`src/rtl/scd_pkg.sv`:
```
package scd_pkg;

    localparam logic [2:0] MODE_MONO  = 3'd0;
    localparam logic [2:0] MODE_BI    = 3'd1;
    localparam logic [2:0] MODE_FLAG  = 3'd2;
    localparam logic [2:0] MODE_EXT   = 3'd3;
    localparam logic [2:0] MODE_ASYNC = 3'd4;

    typedef enum logic {
        ST_HUNT   = 1'b0,
        ST_LOCKED = 1'b1
    } hunt_state_e;

    function automatic logic is_internal(input logic [2:0] m);
        return (m == MODE_MONO) || (m == MODE_BI) || (m == MODE_FLAG);
    endfunction

    function automatic logic is_async(input logic [2:0] m);
        return m > MODE_EXT;
    endfunction

endpackage

```
`src/rtl/scd_history.sv`:
```
module scd_history #(
    parameter int PAT_W = 8
) (
    input  logic                 clk,
    input  logic                 rst_n,
    input  logic                 rx_bit,
    output logic [2*PAT_W-1:0]   hist,
    output logic                 have_one,
    output logic                 have_two
);
    localparam int HW = 2 * PAT_W;
    localparam int CW = $clog2(HW + 1);

    logic [CW-1:0] fill;

    // newest bit enters at bit 0
    always_ff @(posedge clk or negedge rst_n) begin
        if (!rst_n) begin
            hist <= '0;
            fill <= '0;
        end else begin
            hist <= {hist[HW-2:0], rx_bit};
            if (fill != CW'(HW))
                fill <= fill + 1'b1;
        end
    end

    assign have_one = (fill >= CW'(PAT_W));
    assign have_two = (fill == CW'(HW));

    // a full pair of patterns implies a full single pattern
    p_fill_order_r2: assert property (@(posedge clk) disable iff (!rst_n)
        have_two |-> have_one);

endmodule

```
`src/rtl/scd_matcher.sv`:
```
module scd_matcher #(
    parameter int PAT_W = 8
) (
    input  logic [2:0]         mode,
    input  logic [2*PAT_W-1:0] hist,
    input  logic               have_one,
    input  logic               have_two,
    input  logic [PAT_W-1:0]   pat_a,
    input  logic [PAT_W-1:0]   pat_b,
    output logic               hit
);
    import scd_pkg::*;

    localparam logic [PAT_W-1:0] FLAG = {1'b0, {(PAT_W-2){1'b1}}, 1'b0};

    always_comb begin
        hit = 1'b0;
        case (mode)
            MODE_MONO: hit = have_one && (hist[PAT_W-1:0] == pat_a);
            MODE_BI:   hit = have_two && (hist == {pat_a, pat_b});
            MODE_FLAG: hit = have_one && (hist[PAT_W-1:0] == FLAG);
            default:   hit = 1'b0;
        endcase
    end

endmodule

```
`src/rtl/scd_ext_sync.sv`:
```
module scd_ext_sync #(
    parameter int SYNC_STAGES = 2
) (
    input  logic clk,
    input  logic rst_n,
    input  logic ext_n,
    output logic lvl_n,
    output logic fall,
    output logic toggle
);
    localparam int CH = SYNC_STAGES + 1;

    logic [CH-1:0] chain;

    always_ff @(posedge clk or negedge rst_n) begin
        if (!rst_n)
            chain <= '1;
        else
            chain <= {chain[CH-2:0], ext_n};
    end

    assign lvl_n  = chain[SYNC_STAGES-1];
    assign fall   = chain[SYNC_STAGES] & ~chain[SYNC_STAGES-1];
    assign toggle = chain[SYNC_STAGES] ^ chain[SYNC_STAGES-1];

    generate
        if (SYNC_STAGES == 2) begin : g_chk
            // an edge is only seen after the pin was sampled low two edges earlier
            p_fall_after_low_r9: assert property (@(posedge clk) disable iff (!rst_n)
                fall |-> !$past(ext_n, 2));
        end
    endgenerate

endmodule

```
`src/rtl/scd_hunt_fsm.sv`:
```
module scd_hunt_fsm (
    input  logic clk,
    input  logic rst_n,
    input  logic trig,
    input  logic hunt_cmd,
    output logic start,
    output logic in_hunt
);
    import scd_pkg::*;

    hunt_state_e state_q, state_d;

    always_comb begin
        state_d = state_q;
        unique case (state_q)
            ST_HUNT: begin
                if (!hunt_cmd && trig)
                    state_d = ST_LOCKED;     // lock
            end
            ST_LOCKED: begin
                if (hunt_cmd)
                    state_d = ST_HUNT;       // rehunt
            end
        endcase
    end

    always_ff @(posedge clk or negedge rst_n) begin
        if (!rst_n)
            state_q <= ST_HUNT;
        else
            state_q <= state_d;
    end

    always_comb begin
        start   = 1'b0;
        in_hunt = 1'b0;
        unique case (state_q)
            ST_HUNT: begin
                in_hunt = 1'b1;
                start   = trig & ~hunt_cmd;
            end
            ST_LOCKED: begin
                in_hunt = 1'b0;
            end
        endcase
    end

    // a start strobe leaves the hunt
    p_start_locks_r6: assert property (@(posedge clk) disable iff (!rst_n)
        start |=> (state_q == ST_LOCKED));
    // the command always returns to hunt
    p_cmd_hunts_r8: assert property (@(posedge clk) disable iff (!rst_n)
        hunt_cmd |=> (state_q == ST_HUNT));
    // only the command leaves LOCKED
    p_locked_holds_r7: assert property (@(posedge clk) disable iff (!rst_n)
        (state_q == ST_LOCKED && !hunt_cmd) |=> (state_q == ST_LOCKED));

endmodule

```
`src/rtl/sync_char_detector.sv`:
```
module sync_char_detector #(
    parameter int PAT_W       = 8,
    parameter int SYNC_STAGES = 2
) (
    input  logic             clk,
    input  logic             rst_n,
    input  logic [2:0]       mode,
    input  logic             rx_bit,
    input  logic [PAT_W-1:0] pat_a,
    input  logic [PAT_W-1:0] pat_b,
    input  logic             hunt_cmd,
    input  logic             ext_sync_n,
    output logic             sync_out_n,
    output logic             char_start,
    output logic             hunt_stat,
    output logic             ext_change
);
    import scd_pkg::*;

    logic [2*PAT_W-1:0] hist;
    logic have_one, have_two;
    logic hit;
    logic lvl_n, fall, toggle;
    logic trig, start, in_hunt;
    logic internal_m, async_m, ext_m;

    assign internal_m = is_internal(mode);
    assign async_m    = is_async(mode);
    assign ext_m      = (mode == MODE_EXT);

    scd_history #(.PAT_W(PAT_W)) u_hist (
        .clk(clk), .rst_n(rst_n), .rx_bit(rx_bit),
        .hist(hist), .have_one(have_one), .have_two(have_two)
    );

    scd_matcher #(.PAT_W(PAT_W)) u_match (
        .mode(mode), .hist(hist), .have_one(have_one), .have_two(have_two),
        .pat_a(pat_a), .pat_b(pat_b), .hit(hit)
    );

    scd_ext_sync #(.SYNC_STAGES(SYNC_STAGES)) u_ext (
        .clk(clk), .rst_n(rst_n), .ext_n(ext_sync_n),
        .lvl_n(lvl_n), .fall(fall), .toggle(toggle)
    );

    always_comb begin
        trig = 1'b0;
        if (internal_m)
            trig = hit;
        else if (ext_m)
            trig = fall;
    end

    scd_hunt_fsm u_fsm (
        .clk(clk), .rst_n(rst_n), .trig(trig), .hunt_cmd(hunt_cmd),
        .start(start), .in_hunt(in_hunt)
    );

    assign sync_out_n = ~(internal_m & hit);
    assign char_start = start;
    assign hunt_stat  = async_m ? ~lvl_n : in_hunt;
    assign ext_change = async_m & toggle;

    // no sync indication and no start in the pin-driven modes
    p_quiet_async_r10: assert property (@(posedge clk) disable iff (!rst_n)
        async_m |-> (sync_out_n && !char_start));
    // external mode never drives the sync output
    p_ext_no_sync_r9: assert property (@(posedge clk) disable iff (!rst_n)
        ext_m |-> sync_out_n);
    // a start strobe in an internal mode coincides with a match
    p_start_with_sync_r5: assert property (@(posedge clk) disable iff (!rst_n)
        (char_start && internal_m) |-> !sync_out_n);

endmodule

```
`config.mk`:
```
export PLATFORM = sky130hd
export DESIGN_NAME = sync_char_detector
export DESIGN_NICKNAME = d
export VERILOG_FILES = /design/src/rtl/scd_pkg.sv /design/src/rtl/scd_history.sv /design/src/rtl/scd_matcher.sv /design/src/rtl/scd_ext_sync.sv /design/src/rtl/scd_hunt_fsm.sv /design/src/rtl/sync_char_detector.sv
export SDC_FILE = /design/constraint.sdc
export NUM_CORES = 1
export LEC_CHECK = 0
export BUFFER_PORTS_ARGS = -buffer_cell sky130_fd_sc_hd__clkbuf_2
export CAP_MARGIN = 30
export CORE_MARGIN = 5
export CORE_UTILIZATION = 56
export DETAILED_ROUTE_END_ITERATION = 6
export PLACE_DENSITY_LB_ADDON = 0.2
export SLEW_MARGIN = 20
export SYNTH_ARGS = -nofsm -noshare
export SYNTH_HDL_FRONTEND = slang
export SYNTH_SLANG_ARGS = --single-unit
```
`constraint.sdc`:
```
create_clock -name clk -period 3.6 [get_ports clk]
set_clock_uncertainty 0.15 [all_clocks]
set_input_delay 0.72 -clock clk [delete_from_list [all_inputs] [get_ports clk]]
set_output_delay 0.72 -clock clk [all_outputs]
set_load 0.01 [all_outputs]
```
* Word level (Yosys, flattened, before mapping)
Cells that the tools add are included.
Storage, ports and cells: output and inout bits 4, word-level logic and storage cells 41, flip-flop bits (word level) 25, ROM bits 0, bits in writable memories 0, memories 0, input port bits 24, bits in latches 0
Operators by class: muxes and demuxes 9, order comparisons 2, shift operators 0, multipliers 0, bitwise gates (word level) 9, add/subtract/negate cells 1, equal/unequal tests 8, divide/modulo/power cells 0, reduce and logical (&&, ||, !) cells 8
Operators with widths (number):
- 16-bit equality test | 1
- 8-bit by 7-bit equality test with 1-bit output (second input constant) | 1
- 8-bit equality test | 1
- 3-bit by 2-bit equality test with 1-bit output (second input constant) | 2
- 1-bit 2-to-1 mux | 6
- 5-bit by 1-bit adder with 5-bit output (second input constant) | 1
- 5-bit equality test (second input constant) | 1
- 5-bit by 4-bit >= comparator with 1-bit output (second input constant) | 1
- 5-bit != test (second input constant) | 1
- 1-bit AND | 4
- 1-bit logical AND | 4
- 1-bit inverter | 4
- 1-bit one-hot mux with 2 select lines | 2
- 3-bit by 1-bit equality test with 1-bit output (second input constant) | 1
- 3-bit by 2-bit greater-than comparator with 1-bit output (second input constant) | 1
- 3-bit zero test | 1
- 1-bit one-hot mux with 3 select lines | 1
- 1-bit logical OR | 2
- 1-bit zero test | 1
- 1-bit bitwise XOR | 1

* Depth between registers and ports, before layout
Gate-level depths: netlist of the first run.
word-level depth 7, mapped depth 8, gate-level depth less buffers 8

* Modules after synthesis
A second synthesis of the first run with hierarchy kept.
Second synthesis, totals: cells, all modules 105, area total of the unflattened synthesis 1256.2 um^2
By module, submodules not included:
- scd_history | seq. area each 525.5 um^2, area an instance 659.4 um^2, cells each 37, instances 1
- scd_matcher | seq. area each 0.0 um^2, area an instance 391.6 um^2, cells each 50, instances 1
- scd_ext_sync | seq. area each 78.8 um^2, area an instance 98.8 um^2, cells each 6, instances 1
- sync_char_detector | seq. area each 0.0 um^2, area an instance 55.1 um^2, cells each 8, instances 1
- scd_hunt_fsm | seq. area each 25.0 um^2, area an instance 51.3 um^2, cells each 4, instances 1

* Worst setup path before layout of the first run
No wires, ideal clock.
path type input to output, start input port mode[2], end output port char_start, data arrival time 1.915 ns, required time 2.730 ns, path buffers 0, path slack 0.815 ns, cell stages on the path 6, cell sequence nor3b_4 -> mux2i_1 -> o21ai_2 -> o41ai_1 -> a41oi_2 -> a211oi_2
On the way: word-level cells in the longest chain between the ends 6, elaborated cells between the ends (all ways) 11, classes of those cells 3 x eq/ne; 4 x mux; 1 x bitwise; 3 x reduce/logical
RTL lines:
- start: declaration | line sync_char_detector.sv:7 | input logic [2:0] mode,
- branches (longest 3 deep; another with 3-bit by 2-bit equality test with 1-bit output)
- 1-bit 2-to-1 mux (*) | line sync_char_detector.sv:48 | if (internal_m)
- 1-bit AND (*) | line scd_hunt_fsm.sv:40 | start = trig & ~hunt_cmd;
- 1-bit 2-to-1 mux (*) | line scd_hunt_fsm.sv:37 | unique case (state_q)
- end: declaration | line sync_char_detector.sv:14 | output logic char_start,
Every way passes the cells marked *.

* Final worst setup path of the first run
Ends and elaborated chain as after synthesis.

==> impl_metrics.yaml, run 1 <==
status:
  status: "finished clean"
drt:
  ant_nets: 0
  routedWlPerCell_um: 14.2
  drt_iter0_drc: 9
  vias_per_cell: 5.27
  routed_wl_um: 2240
  dr.pass1.iters: 4
  drc: 0
  vias: 833
clocking:
  cts_setup_buffers: 0
  clkSinkCount: 25
  cts_tree: "built"
  cts-resized-gates: 0
  cts_root_buffer: "clkbuf_4"
  cts_buffers: 3
  holdBufCountCts: 0
  clkTransAtPathRegs_ns: 0.13
  cts_buffer_depth: 2
  htreeDepth: 1
  clk_latency_ns: 0.32
flow_run:
  maxCapViolCount: 0
die:
  fp.coreArea_um2: 2000
  die-height_um: 56.4
  start_util: 0.603
  die-area_um2: 3180
  ioPinCount: 28
  rows: 16
  die-width_um: 56.4
placed_design:
  port_buffers: 27
  place_area_um2: 1380
  dp.final_hpwl_um: 1790
  place_congestion: 0.720
  pre_cts_slack_ns: 0.505
setup_path:
  crit_type: "input port to primary output"
  worstReg2RegEnd: "u_fsm.state_q$_DFF_PN0_"
  reg2reg_from: "u_hist.hist[7]$_DFF_PN0_"
  cpMostUsedCell: "clkbuf_2"
  critPathCaptureType: "primary output"
  crit_start: "mode[2]"
  worstPathRequired_ns: 2.73
  worstPathMaxFanout: 8
  cp_cell_sequence: "clkbuf_2, nor3b_4, mux2i_1, o21ai_2, o41ai_1, a41oi_2, a211oi_2, clkbuf_2"
  worstSetupPathDepth: 8
  ff2ff_setup_slack_ns: 1.65
  arrival_ns: 2.24
  r2r_cells: 6
  critPathTopFamily: "compound AO/OA/AOI/OAI gates"
  cp_num_buf_inv: 2
  cp-endpoint: "char_start"
  cp_slowest_cell: "nor3b_4"
  max_stage_delay_ns: 0.38
  worst_setup_path_start_kind: "input port"
synth:
  yosysWarningCount: 0
  yosysSeqAreaShare: 0.522
  mappedNetlistArea_um2: 1210
  yosysTopAreaCell: "dfrtp_1"
  synth_top_area_share: 0.456
  ys_types: 30
  ys_top_cells_by_area: "dfrtp_1, xnor2_1, dfstp_2, xor2_1, ha_1"
  syn_avg_cell_area_um2: 12.1
  synth_seq_cells: 25
  netlist_instances: 100
  synth_fp_nets: 127
timing:
  setup_violations: 0
  setup_tns_ns: 0
  tightestPinTransition_ns: 0.605
  fin_crit_sh: 0.864
  worst_slack_ns: 0.491
  fin_crit_ns: 3.11
  hold_viol: 0
  rsz0062_at_grt: "false"
  drv_slew: 0
  fmax_mhz: 322
  slew_headroom: 0.597
grt:
  antenna_found_initial: 0
  grt_pass1_vias: 873
  grt_pass1_wl_um: 3770
  grt_usage: 0.154
  grt_overflow: 0
  grt_max_degree: 26
power_and_ir_drop:
  p_leak_nw: 0.623
  ir_drop_mv: 0.229
  powerDensity_nw_per_um2: 351
cells_and_area:
  mostFrequentLayoutCells: "clkbuf_2, dfrtp_1, xnor2_1, xor2_1, inv_1"
  drive_gt1_frac: 0.321
  mostFrequentLayoutCell: "clkbuf_2"
  antennaDiodeCount: 0
  fin_nets: 159
  syn_to_final_growth_pct: 16.2
  design_area_um2: 1400
min_path:
  hold_class: "flop to flop"
## per-stage QoR
step,power [W],hold slack [ns],utilization,std cells
detailed placement,0.000375,0.197,0.687,154
global route,0.000517,0.224,0.700,158
global placement,0.000373,0.197,0.687,154
CTS,0.000496,0.222,0.700,158
finish,0.000492,0.218,0.700,158
floorplan,0.000341,0.195,-,100
## worst min path at each step
| stage | from | to | slack (ns) | cells past startpoint |
|---|---|---|---|---|
| finish | u_ext.chain[0]$_DFF_PN1_ | u_ext.chain[1]$_DFF_PN1_ | 0.22 | 0 |
| global placement | u_ext.chain[0]$_DFF_PN1_ | u_ext.chain[1]$_DFF_PN1_ | 0.20 | 0 |
| CTS | u_ext.chain[0]$_DFF_PN1_ | u_ext.chain[1]$_DFF_PN1_ | 0.22 | 0 |
| floorplan | u_ext.chain[0]$_DFF_PN1_ | u_ext.chain[1]$_DFF_PN1_ | 0.20 | 0 |
| global route | u_ext.chain[0]$_DFF_PN1_ | u_ext.chain[1]$_DFF_PN1_ | 0.22 | 0 |
| detailed placement | u_ext.chain[0]$_DFF_PN1_ | u_ext.chain[1]$_DFF_PN1_ | 0.20 | 0 |
## per-layer routing
| metal | global-route usage | up-vias | part of all wire | wire length (um) |
|---|---|---|---|---|
| li1 | - | 415 | - | - |
| met4 | 0.0712 | 0 | 0.024 | 53 |
| met1 | 0.199 | 385 | 0.46 | 1030 |
| met5 | 0 | - | 0 | 0 |
| met2 | 0.230 | 27 | 0.44 | 989 |
| met3 | 0.0550 | 6 | 0.075 | 169 |
## where the power goes
group | switching (W) | internal (W) | leakage (nW)
Clock | 0.0000800 | 0.0000433 | 0.0150
Combinational | 0.0000331 | 0.0000313 | 0.312
Sequential | 0.0000110 | 0.000293 | 0.296
## flip-flops by register name, indices dropped and copies added, names as in the netlist
signal         flops
u_hist.hist       16
u_hist.fill        5
u_fsm.state_q      1
u_ext.chain        3
## cell type report
type	instances	area [um^2]
inverters	7	26.3
fillers	158	601
flip-flops and latches	25	629
multi-input cells	68	551
well taps	27	33.8
clock buffers	4	26.3
repair buffers	27	135
## kinds of logic after synthesis
family	count (synthesis)	share of synthesized area
AOI/OAI and AO/OA	13	0.0871
DFF	25	0.522
xor gates and xnor gates	23	0.167
adders and majority gates	3	0.0311
muxes	4	0.0353
buffers and inverters	7	0.0218
and+or+nand+nor	25	0.136
## Yosys cell counts, drive strengths merged
cell type and count:
a2111oi 1, a211oi 1, a21oi 1, a31oi 2, a41oi 1, dfrtp 22, dfstp 3, ha 3
inv 7, mux2 2, mux2i 2, nand2 3, nand3 5, nand4 2, nand4b 1, nor2 5
nor2b 1, nor3 2, nor3b 2, nor4 3, nor4b 1, o21ai 5, o22ai 1, o41ai 1
xnor2 15, xor2 8
No activity file was read; power rests on OpenSTA's default activity.
==> run 2: changes to the inputs <==
--- a/config.mk
+++ b/config.mk
@@ -5,11 +5,11 @@
 export SDC_FILE = /design/constraint.sdc
 export NUM_CORES = 1
 export LEC_CHECK = 0
-export BUFFER_PORTS_ARGS = -buffer_cell sky130_fd_sc_hd__clkbuf_2
 export CAP_MARGIN = 30
 export CORE_MARGIN = 5
-export CORE_UTILIZATION = 56
+export CORE_UTILIZATION = 65
 export DETAILED_ROUTE_END_ITERATION = 6
+export DONT_BUFFER_PORTS = 1
 export PLACE_DENSITY_LB_ADDON = 0.2
 export SLEW_MARGIN = 20
 export SYNTH_ARGS = -nofsm -noshare
==> run 2 against run 1 <==
Compared with the run above:
- clock power about the same
- largest cell class unchanged
- global-route usage increased by 3.6 points
- core utilization increased by 3.8 points
- fmax about the same
- critical path depth decreased by 2
- sequential power about the same
- via count decreased by 6.1%
- combinational power decreased by 27%
- wire length increased by 1.8%
- worst hold slack got worse by 0.14 ns
- cell count decreased by 17%
==> impl_metrics.yaml, run 2 (same netlist as run 1, synthesis figures left out) <==
setup_path:
  crit_start: "u_hist.hist[7]$_DFF_PN0_"
  cp-endpoint: "char_start"
  ff2ff_setup_slack_ns: 1.53
  worstPathMaxFanout: 6
  max_stage_delay_ns: 0.48
  worst_setup_path_start_kind: "flop"
  crit_type: "flop to primary output"
  cp_num_buf_inv: 0
  worstReg2RegEnd: "u_fsm.state_q$_DFF_PN0_"
  reg2reg_from: "u_hist.hist[7]$_DFF_PN0_"
  cp_cell_sequence: "xor2_1, nor4_1, nand3_1, nor4_2, a41oi_2, a211oi_2"
  cp_slowest_cell: "dfrtp_1"
  r2r_cells: 6
  critPathCaptureType: "primary output"
  critPathTopFamily: "simple AND/OR/NAND/NOR gates"
  worstSetupPathDepth: 6
  worstPathRequired_ns: 2.73
  arrival_ns: 2.24
drt:
  vias: 782
  routedWlPerCell_um: 17.4
  drc: 0
  dr.pass1.iters: 4
  routed_wl_um: 2280
  vias_per_cell: 5.97
  drt_iter0_drc: 32
  ant_nets: 0
clocking:
  cts_tree: "built"
  clkSinkCount: 25
  cts_setup_buffers: 0
  cts_root_buffer: "clkbuf_4"
  cts_buffer_depth: 2
  clk_latency_ns: 0.31
  htreeDepth: 1
  cts_buffers: 3
  clkTransAtPathRegs_ns: 0.13
cells_and_area:
  mostFrequentLayoutCell: "dfrtp_1"
  regMostFlops: "u_hist.hist"
  fin_nets: 134
  top_regs: "u_hist.hist (16), u_hist.fill (5), u_ext.chain (3)"
  largest_reg_flops: 16
  finish.utilization: 0.738
  mostFrequentLayoutCells: "dfrtp_1, xnor2_1, xor2_1, inv_1"
  antennaDiodeCount: 0
  drive_gt1_frac: 0.151
  fin_cells: 131
  syn_to_final_growth_pct: 6.85
grt:
  use_met1: 0.256
  grt_max_degree: 23
  grt_pass1_wl_um: 3680
  met2_usage: 0.291
  grt_busiest_layer: "met2"
  antenna_found_initial: 0
  grt_pass1_vias: 812
  met3_usage: 0.0507
  grt_usage: 0.191
  grt_overflow: 0
die:
  fp.coreArea_um2: 1750
  die-width_um: 53.1
  die-area_um2: 2820
  die-height_um: 53.1
  start_util: 0.691
  rows: 15
  ioPinCount: 28
timing:
  rsz0062_at_grt: "false"
  setup_tns_ns: 0
  fin_crit_ns: 3.11
  drv_slew: 0
  tightestPinTransition_ns: 0.512
  slew_headroom: 0.658
  fin_crit_sh: 0.863
  setup_violations: 0
  fmax_mhz: 322
  hold_viol: 0
  worst_slack_ns: 0.492
min_path:
  hold_class: "input port to asynchronous set/reset pin"
power_and_ir_drop:
  p_leak_nw: 0.523
  ir_drop_mv: 0.331
  power_w: 0.000473
  powerDensity_nw_per_um2: 367
placed_design:
  place_congestion: 0.787
  pre_cts_slack_ns: 0.624
  port_buffers: 0
  dp_cells: 125
  dp.final_hpwl_um: 1740
status:
  status: "finished clean"
flow_run:
  maxCapViolCount: 0
[run 2: per-stage QoR]
stage	hold slack, ns	area (um^2)
global placement	0.195	1240
floorplan	0.195	1210
CTS	0.0750	1270
finish	0.0800	1290
global route	0.0577	1290
detailed placement	0.199	1240
[run 2: worst reg2reg max path, delay by kind of cell, from the launching register on]
family	cells	cell delay (ns)
flops	1	0.48
compound gates	2	0.37
xor+xnor	1	0.20
simple gates	3	0.81
[run 2: power breakdown]
group          total [W]  internal (W)  switching [W]  leakage [nW]
clock network   0.000121     0.0000432      0.0000779        0.0150
registers       0.000305      0.000293      0.0000113         0.296
logic          0.0000473     0.0000241      0.0000232         0.211
total           0.000473      0.000361       0.000112         0.523
[run 2: what timing repair did]
action                                 CTS  global route
resized for setup                        0             0
endpoints found under the hold margin   22             0
hold buffers                             1             0
[run 2: worst min-delay path by stage]
stage | start | to | slack, ns | cells after the start
floorplan | u_ext.chain[0]$_DFF_PN1_ | u_ext.chain[1]$_DFF_PN1_ | 0.20 | 0
global placement | u_ext.chain[0]$_DFF_PN1_ | u_ext.chain[1]$_DFF_PN1_ | 0.20 | 0
detailed placement | u_ext.chain[0]$_DFF_PN1_ | u_ext.chain[1]$_DFF_PN1_ | 0.20 | 0
CTS | rst_n | u_ext.chain[2]$_DFF_PN1_ | 0.08 | 0
global route | rst_n | u_ext.chain[1]$_DFF_PN1_ | 0.06 | 0
finish | rst_n | u_ext.chain[1]$_DFF_PN1_ | 0.08 | 0
[run 2: metal layers]
layer	share of wire	routed length, um
met1	0.44	997
met2	0.46	1050
met3	0.092	210
met4	0.0083	19
met5	0	0
[run 2: layout make-up]
class,instances,area (um^2)
sequential,25,629
multi-input combinational,68,551
fill,132,457
tap,25,31.3
clock buffer,4,26.3
inverter,7,26.3
timing repair buffer,2,25.0
